## src/rtl/nic_pkg.sv

```systemverilog
package nic_pkg;

  localparam int unsigned PRIO_W   = 3;
  localparam int unsigned N_LEVELS = 1 << PRIO_W;

  typedef logic [PRIO_W-1:0] prio_t;

  // Upper bits of a priority that take part in preemption.
  function automatic prio_t preempt_part(input prio_t p, input logic [1:0] m);
    return prio_t'(p >> m);
  endfunction

  // Threshold filter: zero disables it, otherwise strictly more urgent passes.
  function automatic logic passes_thresh(input prio_t p, input prio_t th);
    return (th == '0) || (p < th);
  endfunction

  // Table base occupies address bits 31:8; each slot is one 32-bit word.
  function automatic logic [31:0] vec_addr(input logic [23:0] base, input logic [7:0] num);
    return {base, 8'h00} + {22'd0, num, 2'b00};
  endfunction

endpackage

```

## src/rtl/nic_line_bank.sv

```systemverilog
module nic_line_bank
  import nic_pkg::*;
#(
  parameter int unsigned N   = 32,
  parameter int unsigned IDW = 6
) (
  input  logic            clk_i,
  input  logic            rst_ni,
  input  logic [N-1:0]    src_i,
  input  logic [N-1:0]    en_set_i,
  input  logic [N-1:0]    en_clr_i,
  input  logic [N-1:0]    pend_set_i,
  input  logic [N-1:0]    pend_clr_i,
  input  logic            prio_we_i,
  input  logic [IDW-1:0]  prio_idx_i,
  input  prio_t           prio_val_i,
  input  logic            ack_i,
  input  logic [IDW-1:0]  ack_idx_i,
  output logic [N-1:0]    en_o,
  output logic [N-1:0]    pend_o,
  output prio_t [N-1:0]   prio_o
);

  for (genvar i = 0; i < N; i++) begin : g_line
    logic  en_q;
    logic  pend_q;
    prio_t prio_q;
    logic  ack_here;
    logic  wr_here;

    assign ack_here = ack_i && (ack_idx_i == IDW'(i));
    assign wr_here  = prio_we_i && (prio_idx_i == IDW'(i));

    always_ff @(posedge clk_i or negedge rst_ni) begin
      if (!rst_ni) begin
        en_q   <= 1'b0;
        pend_q <= 1'b0;
        prio_q <= '0;
      end else begin
        if (en_set_i[i])      en_q <= 1'b1;
        else if (en_clr_i[i]) en_q <= 1'b0;
        // A live source or a set strobe re-arms the bit after any clear.
        pend_q <= src_i[i] | pend_set_i[i] | (pend_q & ~pend_clr_i[i] & ~ack_here);
        if (wr_here) prio_q <= prio_val_i;
      end
    end

    assign en_o[i]   = en_q;
    assign pend_o[i] = pend_q;
    assign prio_o[i] = prio_q;
  end

endmodule

```

## src/rtl/nic_select.sv

```systemverilog
module nic_select
  import nic_pkg::*;
#(
  parameter int unsigned N   = 32,
  parameter int unsigned IDW = 6
) (
  input  logic [N-1:0]   en_i,
  input  logic [N-1:0]   pend_i,
  input  prio_t [N-1:0]  prio_i,
  input  logic           gmask_i,
  input  prio_t          thresh_i,
  input  logic [1:0]     group_m_i,
  input  logic           run_valid_i,
  input  prio_t          run_prio_i,
  input  logic           hold_i,
  output logic           found_o,
  output logic [IDW-1:0] win_idx_o,
  output prio_t          win_prio_o
);

  logic [N-1:0] elig;
  prio_t        run_part;

  assign run_part = preempt_part(run_prio_i, group_m_i);

  for (genvar i = 0; i < N; i++) begin : g_elig
    logic beats_running;
    assign beats_running = !run_valid_i || (preempt_part(prio_i[i], group_m_i) < run_part);
    assign elig[i] = en_i[i] && pend_i[i] && !gmask_i && !hold_i &&
                     passes_thresh(prio_i[i], thresh_i) && beats_running;
  end

  // Ascending scan with a strict compare: on equal priority the first line stays.
  always_comb begin
    found_o    = 1'b0;
    win_idx_o  = '0;
    win_prio_o = '1;
    for (int i = 0; i < N; i++) begin
      if (elig[i] && (!found_o || (prio_i[i] < win_prio_o))) begin
        found_o    = 1'b1;
        win_idx_o  = IDW'(i);
        win_prio_o = prio_i[i];
      end
    end
  end

endmodule

```

## src/rtl/nic_active_stack.sv

```systemverilog
module nic_active_stack
  import nic_pkg::*;
#(
  parameter int unsigned DEPTH = N_LEVELS,
  parameter int unsigned CW    = $clog2(DEPTH + 1)
) (
  input  logic          clk_i,
  input  logic          rst_ni,
  input  logic          push_i,
  input  prio_t         push_prio_i,
  input  logic          pop_i,
  output logic          run_valid_o,
  output prio_t         run_prio_o,
  output logic [CW-1:0] depth_o
);

  localparam int unsigned AW = (DEPTH > 1) ? $clog2(DEPTH) : 1;

  prio_t         slot_q [DEPTH];
  logic [CW-1:0] cnt_q;
  logic [AW-1:0] top_idx;
  logic [AW-1:0] wr_idx;

  assign top_idx = AW'(cnt_q - CW'(1));
  assign wr_idx  = AW'(cnt_q);

  always_ff @(posedge clk_i or negedge rst_ni) begin
    if (!rst_ni) begin
      cnt_q <= '0;
      for (int k = 0; k < int'(DEPTH); k++) slot_q[k] <= '0;
    end else if (pop_i) begin
      if (cnt_q != '0) cnt_q <= cnt_q - CW'(1);
    end else if (push_i && (cnt_q != CW'(DEPTH))) begin
      slot_q[wr_idx] <= push_prio_i;
      cnt_q          <= cnt_q + CW'(1);
    end
  end

  assign run_valid_o = (cnt_q != '0);
  assign run_prio_o  = run_valid_o ? slot_q[top_idx] : '0;
  assign depth_o     = cnt_q;

endmodule

```

## src/rtl/nested_irq_ctrl.sv

```systemverilog
module nested_irq_ctrl
  import nic_pkg::*;
#(
  parameter  int unsigned N_LINES = 32,
  localparam int unsigned IDW     = $clog2(N_LINES + 1)
) (
  input  logic               clk_i,
  input  logic               rst_ni,
  input  logic [N_LINES-1:0] irq_src_i,
  input  logic               nmi_i,
  input  logic [N_LINES-1:0] en_set_i,
  input  logic [N_LINES-1:0] en_clr_i,
  input  logic [N_LINES-1:0] pend_set_i,
  input  logic [N_LINES-1:0] pend_clr_i,
  input  logic               prio_we_i,
  input  logic [IDW-1:0]     prio_idx_i,
  input  logic [2:0]         prio_val_i,
  input  logic               gmask_i,
  input  logic [2:0]         prio_thresh_i,
  input  logic [1:0]         group_m_i,
  input  logic [23:0]        vtab_base_i,
  input  logic               accept_i,
  input  logic               ret_i,
  output logic               take_o,
  output logic               take_nmi_o,
  output logic [IDW-1:0]     take_id_o,
  output logic [31:0]        take_vec_o,
  output logic [N_LINES-1:0] en_o,
  output logic [N_LINES-1:0] pend_o,
  output logic               run_valid_o,
  output logic [2:0]         run_prio_o,
  output logic               nmi_active_o
);

  localparam int unsigned SCW = $clog2(N_LEVELS + 1);

  // Named internal events, also observed by the checker.
  prio_t [N_LINES-1:0] prio_tab;
  logic                found;
  logic [IDW-1:0]      win_idx;
  prio_t               win_prio;
  logic                nmi_pend_q;
  logic                nmi_act_q;
  logic                nmi_take;
  logic                acc_ok;
  logic                acc_line;
  logic                acc_nmi;
  logic                stk_pop;
  logic [SCW-1:0]      stk_depth;

  nic_line_bank #(.N(N_LINES), .IDW(IDW)) u_bank (
    .clk_i      (clk_i),
    .rst_ni     (rst_ni),
    .src_i      (irq_src_i),
    .en_set_i   (en_set_i),
    .en_clr_i   (en_clr_i),
    .pend_set_i (pend_set_i),
    .pend_clr_i (pend_clr_i),
    .prio_we_i  (prio_we_i),
    .prio_idx_i (prio_idx_i),
    .prio_val_i (prio_val_i),
    .ack_i      (acc_line),
    .ack_idx_i  (win_idx),
    .en_o       (en_o),
    .pend_o     (pend_o),
    .prio_o     (prio_tab)
  );

  nic_select #(.N(N_LINES), .IDW(IDW)) u_sel (
    .en_i        (en_o),
    .pend_i      (pend_o),
    .prio_i      (prio_tab),
    .gmask_i     (gmask_i),
    .thresh_i    (prio_thresh_i),
    .group_m_i   (group_m_i),
    .run_valid_i (run_valid_o),
    .run_prio_i  (run_prio_o),
    .hold_i      (nmi_act_q),
    .found_o     (found),
    .win_idx_o   (win_idx),
    .win_prio_o  (win_prio)
  );

  nic_active_stack #(.DEPTH(N_LEVELS), .CW(SCW)) u_stack (
    .clk_i       (clk_i),
    .rst_ni      (rst_ni),
    .push_i      (acc_line),
    .push_prio_i (win_prio),
    .pop_i       (stk_pop),
    .run_valid_o (run_valid_o),
    .run_prio_o  (run_prio_o),
    .depth_o     (stk_depth)
  );

  assign nmi_take = nmi_pend_q && !nmi_act_q;
  assign acc_ok   = accept_i && !ret_i && take_o;
  assign acc_line = acc_ok && !nmi_take;
  assign acc_nmi  = acc_ok && nmi_take;
  // The NMI handler, when present, is always the innermost one.
  assign stk_pop  = ret_i && !nmi_act_q;

  always_ff @(posedge clk_i or negedge rst_ni) begin
    if (!rst_ni) begin
      nmi_pend_q <= 1'b0;
      nmi_act_q  <= 1'b0;
    end else begin
      nmi_pend_q <= nmi_i | (nmi_pend_q & ~acc_nmi);
      if (ret_i && nmi_act_q) nmi_act_q <= 1'b0;
      else if (acc_nmi)       nmi_act_q <= 1'b1;
    end
  end

  assign take_o       = nmi_take || found;
  assign take_nmi_o   = nmi_take;
  assign take_id_o    = nmi_take ? IDW'(N_LINES) : win_idx;
  assign take_vec_o   = vec_addr(vtab_base_i, 8'(take_id_o));
  assign nmi_active_o = nmi_act_q;

endmodule

```

## config.mk

```make
export PLATFORM = sky130hd
export DESIGN_NAME = nested_irq_ctrl
export DESIGN_NICKNAME = d
export VERILOG_FILES = /design/src/rtl/nic_pkg.sv /design/src/rtl/nic_line_bank.sv /design/src/rtl/nic_select.sv /design/src/rtl/nic_active_stack.sv /design/src/rtl/nested_irq_ctrl.sv
export SDC_FILE = /design/constraint.sdc
export NUM_CORES = 1
export LEC_CHECK = 0
export BUFFER_PORTS_ARGS = -buffer_cell sky130_fd_sc_hd__buf_2
export CAP_MARGIN = 20
export CORE_MARGIN = 5
export CORE_UTILIZATION = 40
export DETAILED_ROUTE_END_ITERATION = 6
export HOLD_SLACK_MARGIN = 0.03
export MAX_ROUTING_LAYER = met4
export SETUP_SLACK_MARGIN = 0.5
export SYNTH_ARGS = -nofsm -noshare
export SYNTH_HDL_FRONTEND = slang
export SYNTH_SLANG_ARGS = --single-unit
```

## constraint.sdc

```tcl
create_clock -name clk_i -period 97.7 [get_ports clk_i]
set_input_delay 24.425 -clock clk_i [delete_from_list [all_inputs] [get_ports clk_i]]
set_output_delay 24.425 -clock clk_i [all_outputs]
set_load 0.01 [all_outputs]
```

==> metrics.md <==
| Metric | Value |
|---|---|
| Clock Sinks | 190 |
| Worst min path class | flop to flop |
| R2R depth | 216 |
| Die area | 52700 um2 |
| DRT iter0 DRCs | 1266 |
| Max frequency | 10.8 MHz |
| Grt met3 use | 0.0365 |
| Initial core utilization | 0.404 |
| Total Wirelength | 65000 um |
| Setup-failing EPs final | 0 |
| WP data arrival | 68460 ps |
| RSZ-0062 raised after global routing | false |
| Asr flop ratio synth | 1.00 |
| Max cap viols | 0 |
| Critical setup path kind | input port to output port |
| # nets final | 2770 |
| GR Overflow Total | 0 |
| Status | finished clean |
| Commonest cells in the synthesized netlist | dfrtp_1 (190), nor2_1 (189), ha_1 (164), nand2_1 (155), inv_1 (138) |
| Max stage delay on crit path | 580 ps |
| Critical Path Most Common Cell | ha_1 |
| Fin crit share | 0.951 |
| Met1 usage | 0.321 |
| Drt wl/cell | 21.4 um |
| CORE AREA | 47700 um2 |
| Vias | 18100 |
| Least-Margin Pin Slew | 950 ps |
| Post-CTS Setup Bufs | 0 |
| Vias in the first global route | 18100 |
| EDFF count, synth | 0 |
| RePlAce Congestion | 0.938 |
| Clk_skew | 22.1 ps |
| Synth warn | 0 |
| Residual DRC | 0 |
| Final hold vios | 0 |
| Startpoint Class | input port |
| Initial antenna violation count | 3 |
| Row count | 80 |
| Vias per inst | 5.95 |
| Max Transition Viols Final | 0 |
| DP HPWL | 49000 um |
| Crit end category | output port |
| Count leader, synth | dfrtp_1 |
| GR peak layer | met2 |
| Largest net degree at the start of global routing | 71 |
| Slowest-stage cell, CP | a311oi_1 |
| Yosys reg bits | 190 |
| Dominant synthesized flop cell | dfrtp_1 |
| Crit-path max FO | 47 |
| Register area share after synthesis | 0.246 |
| # IOs | 314 |
| Tot GR Track Use | 0.248 |
| Post-synth top area cell | dfrtp_1 |
| Skew-Pair Late Insertion Delay | 510 ps |
| Clock H-tree levels | 4 |
| Drt first pass iters | 5 |
| Die width | 230 um |
| Post-Syn Area | 19300 um2 |
| CTS tree | yes |
| Syn avg cell area | 8.48 um2 |
| PostCTS Resize Cnt | 0 |
| Max-slew headroom | 0.366 |
| CP required | 73280 ps |
| Fin Setup TNS | 0 ps |
| CTS Buf Count | 17 |
| Routed Antenna Nets | 0 |
| Clock Root Buffer | clkbuf_16 |
| Die H | 230 um |
| Post-synthesis cell count | 2274 |
| Hold Path Depth | 1 |
| GR Layer Usage met2 | 0.403 |
| Global-route wire length before repair | 103000 um |
| Clock buffer depth | 2 |
| Distinct cell type count after synthesis | 127 |
| Synth area leaders | dfrtp_1 (25%), ha_1 (11%), mux2_2 (7.0%) |
| Reg clk slew, reported paths | 80 ps |
| Area Growth Syn to Fin | 9.84% |
| Cts hold-fix bufs | 0 |
| Port bufs | 263 |
| Share of cells above drive strength 1 | 0.220 |
| Min Tclk post-route | 92890 ps |
| Synth top area share | 0.246 |
[cell type report]
| class | instances | area (um2) |
|---|---|---|
| antenna | 4 | 10.0 |
| clock buffer | 17 | 425 |
| inverter | 139 | 522 |
| multi-input combinational | 1767 | 13000 |
| clock inverter | 15 | 230 |
| tap | 615 | 769 |
| fill | 4663 | 26600 |
| timing repair buffer | 286 | 1500 |
| sequential | 190 | 4750 |
[metal layers]
metal | part of all wire | up-vias
met5 | 0 | -
li1 | - | 8485
met1 | 0.45 | 8868
met2 | 0.47 | 596
met3 | 0.052 | 104
met4 | 0.025 | 0
[cells in the final DEF, fill, tap and decap left out, types with 10 or more instances in the layout]
cell type and count:
buf_2 261, dfrtp_1 190, nor2_1 186, ha_1 164, nand2_1 155, inv_1 138
a21oi_1 131, mux2_2 120, o21ai_0 112, a21o_1 103, mux2i_1 88, nand2b_1 86
and2_1 47, nand3_1 44, and3_1 33, nor3_1 29, a31oi_1 26, o221ai_1 24
buf_4 24, o211ai_1 23, o22ai_1 22, nor2b_1 22, a21boi_0 20, a211oi_1 17
clkbuf_16 17, or2_2 15, o2111ai_1 14, o21a_1 14, o21ai_1 13, or3_1 12
a311o_1 12, a211o_1 11, o31ai_1 11, maj3_1 10
[cell families (layout without fill, tap and decap cells)]
logic type      Yosys count  count (layout)  synth area share
buf+inv                 318             457            0.0829
flops                   190             190             0.246
xor+xnor                  4               4           0.00318
simple gates            692             692             0.181
mux                     210             210             0.117
compound gates          684             684             0.257
other cells               1               6          0.000194
fa+ha+maj               175             175             0.112
[critical path, delay by kind of cell]
| family | cells | cell delay (ps) |
|---|---|---|
| buf+inv | 21 | 2540 |
| fa+ha+maj | 32 | 8070 |
| compound gates | 96 | 21020 |
| mux | 15 | 4590 |
| simple gates | 49 | 7790 |
[final timing paths]
check | startpoint | end | slack (ps)
max in group asynchronous | rst_ni | u_stack.slot_q[17] | 72440
worst max register to register | u_stack.depth_o[0] | u_bank.g_line[19].pend_q | 50740
worst min-delay path | u_bank.g_line[12].en_q | u_bank.g_line[12].en_q | 500
worst min register to register | u_bank.g_line[12].en_q | u_bank.g_line[12].en_q | 500
worst max-delay path | group_m_i[0] | take_vec_o[5] | 4810
min in group asynchronous | rst_ni | u_bank.g_line[16].en_q | 23950
[registers in the layout, summed over array words and instances (netlist names)]
signal and flops:
nmi_active_o 1, nmi_pend_q 1, u_bank.g_line.en_q 32, u_bank.g_line.pend_q 32, u_bank.g_line.prio_q 96, u_stack.depth_o 4
u_stack.slot_q 24
[metrics by stage]
step                      instances  worst slack [ps]  area (um2)  hold slack [ps]  utilization
after floorplan                2275              9340       19300              464            -
after global placement         2997              6870       20500              477        0.430
after detailed placement       2997              5390       20500              485        0.430
after CTS                      3029              5210       21200              507        0.444
after global routing           3031               894       21200              532        0.444
final                          3033              4810       21200              498        0.444
Power is left out: the tool's default activity adds up to more than one toggle a clock period on the data nets, which glitch-free logic cannot reach.
